[config.mk]
export PLATFORM = sky130hd
export DESIGN_NAME = xfer_datapath
export DESIGN_NICKNAME = d
export VERILOG_FILES = /design/src/rtl/xfer_pkg.sv /design/src/rtl/xfer_decode.sv /design/src/rtl/xfer_alu.sv /design/src/rtl/xfer_mem.sv /design/src/rtl/xfer_datapath.sv
export SDC_FILE = /design/constraint.sdc
export NUM_CORES = 2
export LEC_CHECK = 0
export ABC_AREA = 1
export BUFFER_PORTS_ARGS = -buffer_cell sky130_fd_sc_hd__buf_2
export CORE_UTILIZATION = 46
export CTS_CLUSTER_DIAMETER = 30
export DETAILED_ROUTE_END_ITERATION = 7
export PLACE_DENSITY = 0.68
export SYNTH_ARGS = -nofsm -noshare
export SYNTH_HDL_FRONTEND = slang
export SYNTH_SLANG_ARGS = --single-unit
[constraint.sdc]
create_clock -name clk -period 15 [get_ports clk]
set_clock_uncertainty 0.1 [all_clocks]
set_input_delay 3 -clock clk [delete_from_list [all_inputs] [get_ports clk]]
set_output_delay 3 -clock clk [all_outputs]
set_load 0.03 [all_outputs]
[src/rtl/xfer_pkg.sv]
package xfer_pkg;

    localparam int XFER_CODE_W = 6;

    typedef enum logic [XFER_CODE_W-1:0] {
        OP_PC_TO_MAR  = 6'd1,
        OP_MEM_RD     = 6'd2,
        OP_PC_INC     = 6'd4,
        OP_MDR_TO_ACC = 6'd5,
        OP_ACC_INC    = 6'd6,
        OP_ACC_DEC    = 6'd7,
        OP_ACC_TO_MDR = 6'd8,
        OP_ADD        = 6'd9,
        OP_SUB        = 6'd10,
        OP_XOR        = 6'd11,
        OP_AND        = 6'd12,
        OP_OR         = 6'd13,
        OP_INV        = 6'd14,
        OP_SHL        = 6'd15,
        OP_SHR        = 6'd16,
        OP_MDR_TO_XR  = 6'd17,
        OP_XR_TO_MDR  = 6'd18,
        OP_XR_TO_MAR  = 6'd19,
        OP_XR_INC     = 6'd20,
        OP_XR_DEC     = 6'd21,
        OP_MEM_WR     = 6'd22,
        OP_MDR_TO_MAR = 6'd23,
        OP_ACC_CLR    = 6'd24,
        OP_XR_CLR     = 6'd25,
        OP_MDR_INC    = 6'd26,
        OP_MDR_DEC    = 6'd27,
        OP_MDR_TO_PC  = 6'd28,
        OP_SP_TO_MAR  = 6'd29,
        OP_SP_INC     = 6'd30,
        OP_SP_DEC     = 6'd31,
        OP_SP_TO_MDR  = 6'd32,
        OP_MDR_TO_SP  = 6'd33,
        OP_PC_TO_XR   = 6'd34,
        OP_CMP_ACC    = 6'd35,
        OP_CMP_XR     = 6'd36
    } xfer_code_e;

    typedef enum logic [2:0] {
        DST_NONE, DST_PC, DST_MAR, DST_MDR, DST_ACC, DST_XR, DST_SP
    } dst_e;

    typedef enum logic [2:0] {
        SRCA_ZERO, SRCA_PC, SRCA_MDR, SRCA_ACC, SRCA_XR, SRCA_SP, SRCA_MEM
    } srca_e;

    typedef enum logic {
        SRCB_MDR, SRCB_MEM
    } srcb_e;

    typedef enum logic [3:0] {
        ALU_PASS, ALU_ADD, ALU_SUB, ALU_XOR, ALU_AND, ALU_OR,
        ALU_INV, ALU_SHL, ALU_SHR, ALU_INC, ALU_DEC
    } alu_op_e;

    typedef struct packed {
        dst_e    dst;
        srca_e   srca;
        srcb_e   srcb;
        alu_op_e op;
        logic    mem_we;
        logic    flag_we;
    } xfer_ctl_t;

    typedef struct packed {
        logic zero;
        logic carry;
    } xfer_flags_t;

    localparam xfer_ctl_t CTL_IDLE = '{
        dst: DST_NONE, srca: SRCA_ZERO, srcb: SRCB_MDR,
        op: ALU_PASS, mem_we: 1'b0, flag_we: 1'b0
    };

    // Build one control word; every decoded step goes through here.
    function automatic xfer_ctl_t mk_ctl(dst_e d, srca_e a, srcb_e b,
                                         alu_op_e o, logic we, logic fw);
        xfer_ctl_t c;
        c.dst     = d;
        c.srca    = a;
        c.srcb    = b;
        c.op      = o;
        c.mem_we  = we;
        c.flag_we = fw;
        return c;
    endfunction

    // A plain register-to-register copy through the ALU pass path.
    function automatic xfer_ctl_t mk_move(dst_e d, srca_e a);
        return mk_ctl(d, a, SRCB_MDR, ALU_PASS, 1'b0, 1'b0);
    endfunction

endpackage

[src/rtl/xfer_decode.sv]
module xfer_decode
    import xfer_pkg::*;
(
    input  logic                   ctl_valid,
    input  logic [XFER_CODE_W-1:0] ctl_code,
    output xfer_ctl_t              ctl
);

    always_comb begin
        ctl = CTL_IDLE;
        if (ctl_valid) begin
            case (ctl_code)
                OP_PC_TO_MAR:  ctl = mk_move(DST_MAR, SRCA_PC);
                OP_XR_TO_MAR:  ctl = mk_move(DST_MAR, SRCA_XR);
                OP_MDR_TO_MAR: ctl = mk_move(DST_MAR, SRCA_MDR);
                OP_SP_TO_MAR:  ctl = mk_move(DST_MAR, SRCA_SP);
                OP_MEM_RD:     ctl = mk_move(DST_MDR, SRCA_MEM);
                OP_MEM_WR:     ctl = mk_ctl(DST_NONE, SRCA_MDR, SRCB_MDR, ALU_PASS, 1'b1, 1'b0);
                OP_MDR_TO_ACC: ctl = mk_move(DST_ACC, SRCA_MDR);
                OP_ACC_TO_MDR: ctl = mk_move(DST_MDR, SRCA_ACC);
                OP_MDR_TO_XR:  ctl = mk_move(DST_XR,  SRCA_MDR);
                OP_XR_TO_MDR:  ctl = mk_move(DST_MDR, SRCA_XR);
                OP_MDR_TO_SP:  ctl = mk_move(DST_SP,  SRCA_MDR);
                OP_SP_TO_MDR:  ctl = mk_move(DST_MDR, SRCA_SP);
                OP_MDR_TO_PC:  ctl = mk_move(DST_PC,  SRCA_MDR);
                OP_PC_TO_XR:   ctl = mk_move(DST_XR,  SRCA_PC);
                OP_ACC_CLR:    ctl = mk_move(DST_ACC, SRCA_ZERO);
                OP_XR_CLR:     ctl = mk_move(DST_XR,  SRCA_ZERO);
                OP_PC_INC:     ctl = mk_ctl(DST_PC,  SRCA_PC,  SRCB_MDR, ALU_INC, 1'b0, 1'b0);
                OP_ACC_INC:    ctl = mk_ctl(DST_ACC, SRCA_ACC, SRCB_MDR, ALU_INC, 1'b0, 1'b0);
                OP_ACC_DEC:    ctl = mk_ctl(DST_ACC, SRCA_ACC, SRCB_MDR, ALU_DEC, 1'b0, 1'b0);
                OP_XR_INC:     ctl = mk_ctl(DST_XR,  SRCA_XR,  SRCB_MDR, ALU_INC, 1'b0, 1'b0);
                OP_XR_DEC:     ctl = mk_ctl(DST_XR,  SRCA_XR,  SRCB_MDR, ALU_DEC, 1'b0, 1'b0);
                OP_MDR_INC:    ctl = mk_ctl(DST_MDR, SRCA_MDR, SRCB_MDR, ALU_INC, 1'b0, 1'b0);
                OP_MDR_DEC:    ctl = mk_ctl(DST_MDR, SRCA_MDR, SRCB_MDR, ALU_DEC, 1'b0, 1'b0);
                OP_SP_INC:     ctl = mk_ctl(DST_SP,  SRCA_SP,  SRCB_MDR, ALU_INC, 1'b0, 1'b0);
                OP_SP_DEC:     ctl = mk_ctl(DST_SP,  SRCA_SP,  SRCB_MDR, ALU_DEC, 1'b0, 1'b0);
                OP_ADD:        ctl = mk_ctl(DST_ACC, SRCA_ACC, SRCB_MDR, ALU_ADD, 1'b0, 1'b1);
                OP_SUB:        ctl = mk_ctl(DST_ACC, SRCA_ACC, SRCB_MDR, ALU_SUB, 1'b0, 1'b1);
                OP_XOR:        ctl = mk_ctl(DST_ACC, SRCA_ACC, SRCB_MDR, ALU_XOR, 1'b0, 1'b0);
                OP_AND:        ctl = mk_ctl(DST_ACC, SRCA_ACC, SRCB_MDR, ALU_AND, 1'b0, 1'b0);
                OP_OR:         ctl = mk_ctl(DST_ACC, SRCA_ACC, SRCB_MDR, ALU_OR,  1'b0, 1'b0);
                OP_INV:        ctl = mk_ctl(DST_ACC, SRCA_ACC, SRCB_MDR, ALU_INV, 1'b0, 1'b0);
                OP_SHL:        ctl = mk_ctl(DST_ACC, SRCA_ACC, SRCB_MDR, ALU_SHL, 1'b0, 1'b0);
                OP_SHR:        ctl = mk_ctl(DST_ACC, SRCA_ACC, SRCB_MDR, ALU_SHR, 1'b0, 1'b0);
                OP_CMP_ACC:    ctl = mk_ctl(DST_NONE, SRCA_ACC, SRCB_MEM, ALU_SUB, 1'b0, 1'b1);
                OP_CMP_XR:     ctl = mk_ctl(DST_NONE, SRCA_XR,  SRCB_MEM, ALU_SUB, 1'b0, 1'b1);
                default:       ctl = CTL_IDLE;
            endcase
        end
    end

endmodule

[src/rtl/xfer_alu.sv]
module xfer_alu
    import xfer_pkg::*;
#(
    parameter int DATA_W = 8
) (
    input  alu_op_e           op,
    input  logic [DATA_W-1:0] opa,
    input  logic [DATA_W-1:0] opb,
    output logic [DATA_W-1:0] res,
    output xfer_flags_t       flags
);

    localparam int EXT_W = DATA_W + 1;
    localparam logic [EXT_W-1:0] ONE_X = EXT_W'(1);

    logic [EXT_W-1:0] a_x;
    logic [EXT_W-1:0] b_x;
    logic [EXT_W-1:0] ext;

    assign a_x = {1'b0, opa};
    assign b_x = {1'b0, opb};

    always_comb begin
        case (op)
            ALU_ADD: ext = a_x + b_x;
            ALU_SUB: ext = a_x - b_x;
            ALU_XOR: ext = a_x ^ b_x;
            ALU_AND: ext = a_x & b_x;
            ALU_OR:  ext = a_x | b_x;
            ALU_INV: ext = {1'b0, ~opa};
            ALU_SHL: ext = {1'b0, opa[DATA_W-2:0], 1'b0};
            ALU_SHR: ext = {2'b00, opa[DATA_W-1:1]};
            ALU_INC: ext = a_x + ONE_X;
            ALU_DEC: ext = a_x - ONE_X;
            default: ext = a_x;
        endcase
    end

    assign res = ext[DATA_W-1:0];

    always_comb begin
        flags.zero = (res == '0);
        case (op)
            ALU_ADD: flags.carry = ext[DATA_W];
            ALU_SUB: flags.carry = ~ext[DATA_W];
            default: flags.carry = 1'b0;
        endcase
    end

endmodule

[src/rtl/xfer_mem.sv]
module xfer_mem #(
    parameter int                DATA_W = 8,
    parameter logic [DATA_W-1:0] FILL   = '0
) (
    input  logic              clk,
    input  logic              rst,
    input  logic              we,
    input  logic [DATA_W-1:0] addr,
    input  logic [DATA_W-1:0] wdata,
    output logic [DATA_W-1:0] rdata
);

    localparam int DEPTH = 1 << DATA_W;

    logic [DATA_W-1:0] words [DEPTH];

    always_ff @(posedge clk) begin
        if (rst) begin
            for (int i = 0; i < DEPTH; i++) begin
                words[i] <= DATA_W'(i) ^ FILL;
            end
        end else if (we) begin
            words[addr] <= wdata;
        end
    end

    assign rdata = words[addr];

endmodule

[src/rtl/xfer_datapath.sv]
module xfer_datapath
    import xfer_pkg::*;
#(
    parameter int                DATA_W = 8,
    parameter logic [DATA_W-1:0] FILL   = '0
) (
    input  logic                   clk,
    input  logic                   rst,
    input  logic                   ctl_valid,
    input  logic [XFER_CODE_W-1:0] ctl_code,
    output logic [DATA_W-1:0]      pc_o,
    output logic [DATA_W-1:0]      mar_o,
    output logic [DATA_W-1:0]      mdr_o,
    output logic [DATA_W-1:0]      acc_o,
    output logic [DATA_W-1:0]      xr_o,
    output logic [DATA_W-1:0]      sp_o,
    output logic                   zero_o,
    output logic                   carry_o
);

    xfer_ctl_t         ctl;
    xfer_flags_t       alu_flags;
    xfer_flags_t       flags_q;
    logic [DATA_W-1:0] pc_q, mar_q, mdr_q, acc_q, xr_q, sp_q;
    logic [DATA_W-1:0] mem_rdata;
    logic [DATA_W-1:0] opa, opb, alu_res;

    xfer_decode u_decode (
        .ctl_valid (ctl_valid),
        .ctl_code  (ctl_code),
        .ctl       (ctl)
    );

    xfer_mem #(
        .DATA_W (DATA_W),
        .FILL   (FILL)
    ) u_mem (
        .clk   (clk),
        .rst   (rst),
        .we    (ctl.mem_we),
        .addr  (mar_q),
        .wdata (mdr_q),
        .rdata (mem_rdata)
    );

    // Operand selection for the shared ALU.
    always_comb begin
        case (ctl.srca)
            SRCA_PC:  opa = pc_q;
            SRCA_MDR: opa = mdr_q;
            SRCA_ACC: opa = acc_q;
            SRCA_XR:  opa = xr_q;
            SRCA_SP:  opa = sp_q;
            SRCA_MEM: opa = mem_rdata;
            default:  opa = '0;
        endcase
        opb = (ctl.srcb == SRCB_MEM) ? mem_rdata : mdr_q;
    end

    xfer_alu #(
        .DATA_W (DATA_W)
    ) u_alu (
        .op    (ctl.op),
        .opa   (opa),
        .opb   (opb),
        .res   (alu_res),
        .flags (alu_flags)
    );

    always_ff @(posedge clk) begin
        if (rst) begin
            pc_q    <= '0;
            mar_q   <= '0;
            mdr_q   <= '0;
            acc_q   <= '0;
            xr_q    <= '0;
            sp_q    <= '0;
            flags_q <= '0;
        end else begin
            case (ctl.dst)
                DST_PC:  pc_q  <= alu_res;
                DST_MAR: mar_q <= alu_res;
                DST_MDR: mdr_q <= alu_res;
                DST_ACC: acc_q <= alu_res;
                DST_XR:  xr_q  <= alu_res;
                DST_SP:  sp_q  <= alu_res;
                default: ;
            endcase
            if (ctl.flag_we) begin
                flags_q <= alu_flags;
            end
        end
    end

    assign pc_o    = pc_q;
    assign mar_o   = mar_q;
    assign mdr_o   = mdr_q;
    assign acc_o   = acc_q;
    assign xr_o    = xr_q;
    assign sp_o    = sp_q;
    assign zero_o  = flags_q.zero;
    assign carry_o = flags_q.carry;

endmodule

==> results.cfg <==
[clock_network]
post_cts_buffers = 0
htree_levels = 5
cts.clk_slew.worst_paths_ps = 50
cts-buffers-inserted = 428
cts_resized = 0
clock_latency_ps = 970
clk_path_buf_depth = 4
clockRootBuffer = clkbuf_16
ctsHoldBuffers = 0
cts_tree = built
clkSinkCount = 2106

[yosys]
yosys.area.top_type = edfxtp_1
synth_area_um2 = 97500
synthTopCellsByArea = edfxtp_1 (63%), nand2_1 (9.5%), nor2_1 (7.8%)
syn_nets = 10200
synth-edff-count = 2048
async_flop_share_pct = 0
synth_top_area_share_pct = 63.1
yosysSeqAreaShare_pct = 64.3
synthFlopType = edfxtp_1
synthCells = 10200
synth.distinct_cells = 51
syn_avg_cell_area_um2 = 9.60
ys_warn_count = 0
ys_seq_elements = 2106

[sta]
worst_pin_slew_ps = 1170
drv_slew = 0
maxSlewHeadroom_pct = 22.2
post-route-min-period_ps = 8100
fin_setup_tns_ps = 0
report.final.setup_viol = 0
timing.fmax_mhz = 123
hold_viol_final = 0
rsz0062_at_grt = false
period_share_pct = 54.0

[setup_path]
start_kind = register
slowest_delay_ps = 790
path_max_fanout = 182
worst_path_max_delay_cell = dfxtp_4
crit_arrival_ps = 8880
crit_family = simple AND/OR/NAND/NOR gates
worst_ep_required_time_ps = 15780
end_kind = register
worstSetupPathType = reg2reg
cp_num_buf_inv = 6

[detailed_routing]
vias = 76900
wl_per_cell_um = 22.6
drc = 0
drt-vias-per-instance = 5.85
drt_iter0_markers = 10500
drt-total-wl_mm = 297
final_antenna_net_count = 0
drtPass1Iterations = 7

[die]
die-width_um = 462
initial_utilization_pct = 46.4
rows = 168
die_area_um2 = 214000
fp.dieH_um = 462
io_pins = 59
fp.coreArea_um2 = 210000

[cells_and_area]
fin_nets = 10000
layout-drive-gt1-share_pct = 8.70
syn2layout_area_growth_pct = 15.9

[power]
max-vdd-ir-drop_uv = 136
finalPower_mw = 17.2
power.leakage_nw = 36.7
p_per_area_nw_per_um2 = 152

[min_path]
holdCritPathClass = reg2reg

[place]
hpwl_mm = 172
gp_congestion = 0.948
io_buffers = 58

[global_route]
use_met1_pct = 35.6
grt_start_max_net_pins = 282
busiest_layer = met2
grt_pass1_wl_mm = 446
grt_overflow = 0
antenna_found_initial = 10
use_met3_pct = 5.93
grt_pass1_vias = 74400
met2_usage_pct = 42.4
grt_usage_pct = 27.0

[run]
drv_cap = 0

[outcome]
outcome = finished clean
## path summary, 6_finish.rpt
kind                                      startpoint              endpoint  slack (ps)  cells after the start
worst max register to register              register   zero_o$_SDFFE_PP0P_        6900                     38
worst max-delay path                        register   zero_o$_SDFFE_PP0P_        6900                     38
worst min register to register  carry_o$_SDFFE_PP0P_  carry_o$_SDFFE_PP0P_         370                      2
worst min-delay path            carry_o$_SDFFE_PP0P_  carry_o$_SDFFE_PP0P_         370                      2
## worst reg2reg max path: cells and delay by family, from the launching register on
kind                       cells  cell delay [ps]
and+or+nand+nor               23             2940
buffers and inverters          6             2420
AOI/OAI and AO/OA              7             1190
adders and majority gates      2              570
DFF                            1              790
## layout make-up
cell class                      count  area, um2
Antenna cell                        4       10.0
Clock buffer                      482      11100
Clock inverter                    292       3170
Fill cell                       17800      97100
Inverter                          452       1820
Multi-Input combinational cell   6854      29600
Sequential cell                  2106      62700
Tap cell                         2805       3510
Timing Repair Buffer              147       1080
## power breakdown
group | leakage (nW) | internal [mW] | switching (mW)
registers | 18.0 | 6.55 | 0.0494
clock network | 6.89 | 6.24 | 3.13
logic | 11.8 | 0.277 | 0.951
## cells in the final DEF (no fill, tap or decap), drive strengths merged, types with 2 or more instances in the layout
cell / synthesis / layout
bufinv: 0 / 56
diode: 0 / 4
clkbuf: 402 / 482
nor4: 2 / 2
o22ai: 339 / 339
nand2: 2483 / 2483
o211ai: 4 / 4
o21bai: 6 / 6
o31ai: 4 / 4
edfxtp: 2048 / 2048
or2: 2 / 2
nand4: 7 / 7
nor2: 2038 / 2038
nand3: 1098 / 1098
clkinv: 13 / 173
buf: 342 / 147
clkinvlp: 0 / 42
a21oi: 62 / 62
a31oi: 3 / 3
o2111ai: 4 / 4
o21a: 2 / 2
a211oi: 6 / 6
ha: 30 / 30
dfxtp: 58 / 58
xor2: 3 / 3
nor3: 10 / 10
a221oi: 3 / 3
inv: 439 / 473
o21ai: 740 / 740
## synthesized netlist by cell type (2+ instances only)
library cell / instances
a211oi_1: 6
a21oi_1: 62
a221oi_1: 3
a31oi_1: 3
buf_1: 43
buf_2: 212
buf_4: 47
buf_6: 39
clkbuf_1: 402
clkinv_1: 13
dfxtp_1: 58
edfxtp_1: 2048
ha_1: 30
inv_1: 417
inv_2: 20
nand2_1: 2474
nand2_2: 8
nand3_1: 1095
nand3_2: 3
nand4_1: 7
nor2_1: 2030
nor2_2: 6
nor2_4: 2
nor3_1: 8
nor3_2: 2
o2111ai_1: 4
o211ai_1: 4
o21a_1: 2
o21ai_0: 603
o21ai_1: 135
o21ai_2: 2
o21bai_1: 6
o22ai_1: 339
o31ai_1: 3
or2_2: 2
xor2_1: 3
## logic make-up (layout without fill, tap and decap cells)
| logic type | Yosys count | in the layout | share of synthesized area [%] |
|---|---|---|---|
| AOI/OAI and AO/OA | 1179 | 1179 | 6.62 |
| xor gates and xnor gates | 3 | 3 | 0.0270 |
| adders and majority gates | 31 | 31 | 0.406 |
| buffers and inverters | 1196 | 1373 | 5.38 |
| DFF | 2106 | 2106 | 64.3 |
| other | 0 | 4 | 0 |
| and+or+nand+nor | 5641 | 5641 | 23.3 |
## metal layers
layer,share of wire (%),vias to the layer above
li1,-,34300
met3,12,775
met4,4.6,12
met5,0.026,-
met1,38,37000
met2,46,4844
## state kept, by name (all words and copies together) (netlist names), named ones only
signal       cells
pc_o             8
xr_o             8
zero_o           1
acc_o            8
mar_o            8
mdr_o            8
carry_o          1
sp_o             8
u_mem.words   2048
## metrics by stage
| stage | hold WS (ps) | util [%] | worst slack [ps] | cells | instance area (um2) |
|---|---|---|---|---|---|
| after global routing | 409 | 53.8 | 6160 | 13100 | 113000 |
| after floorplan | 490 | - | 8060 | 10200 | 97500 |
| final | 369 | 53.8 | 6900 | 13100 | 113000 |
| after global placement | 354 | 47.0 | 6850 | 12400 | 98700 |
| after CTS | 367 | 53.8 | 7000 | 13100 | 113000 |
| after detailed placement | 360 | 47.0 | 6980 | 12400 | 98700 |
Power figures use the tool's default switching activity.
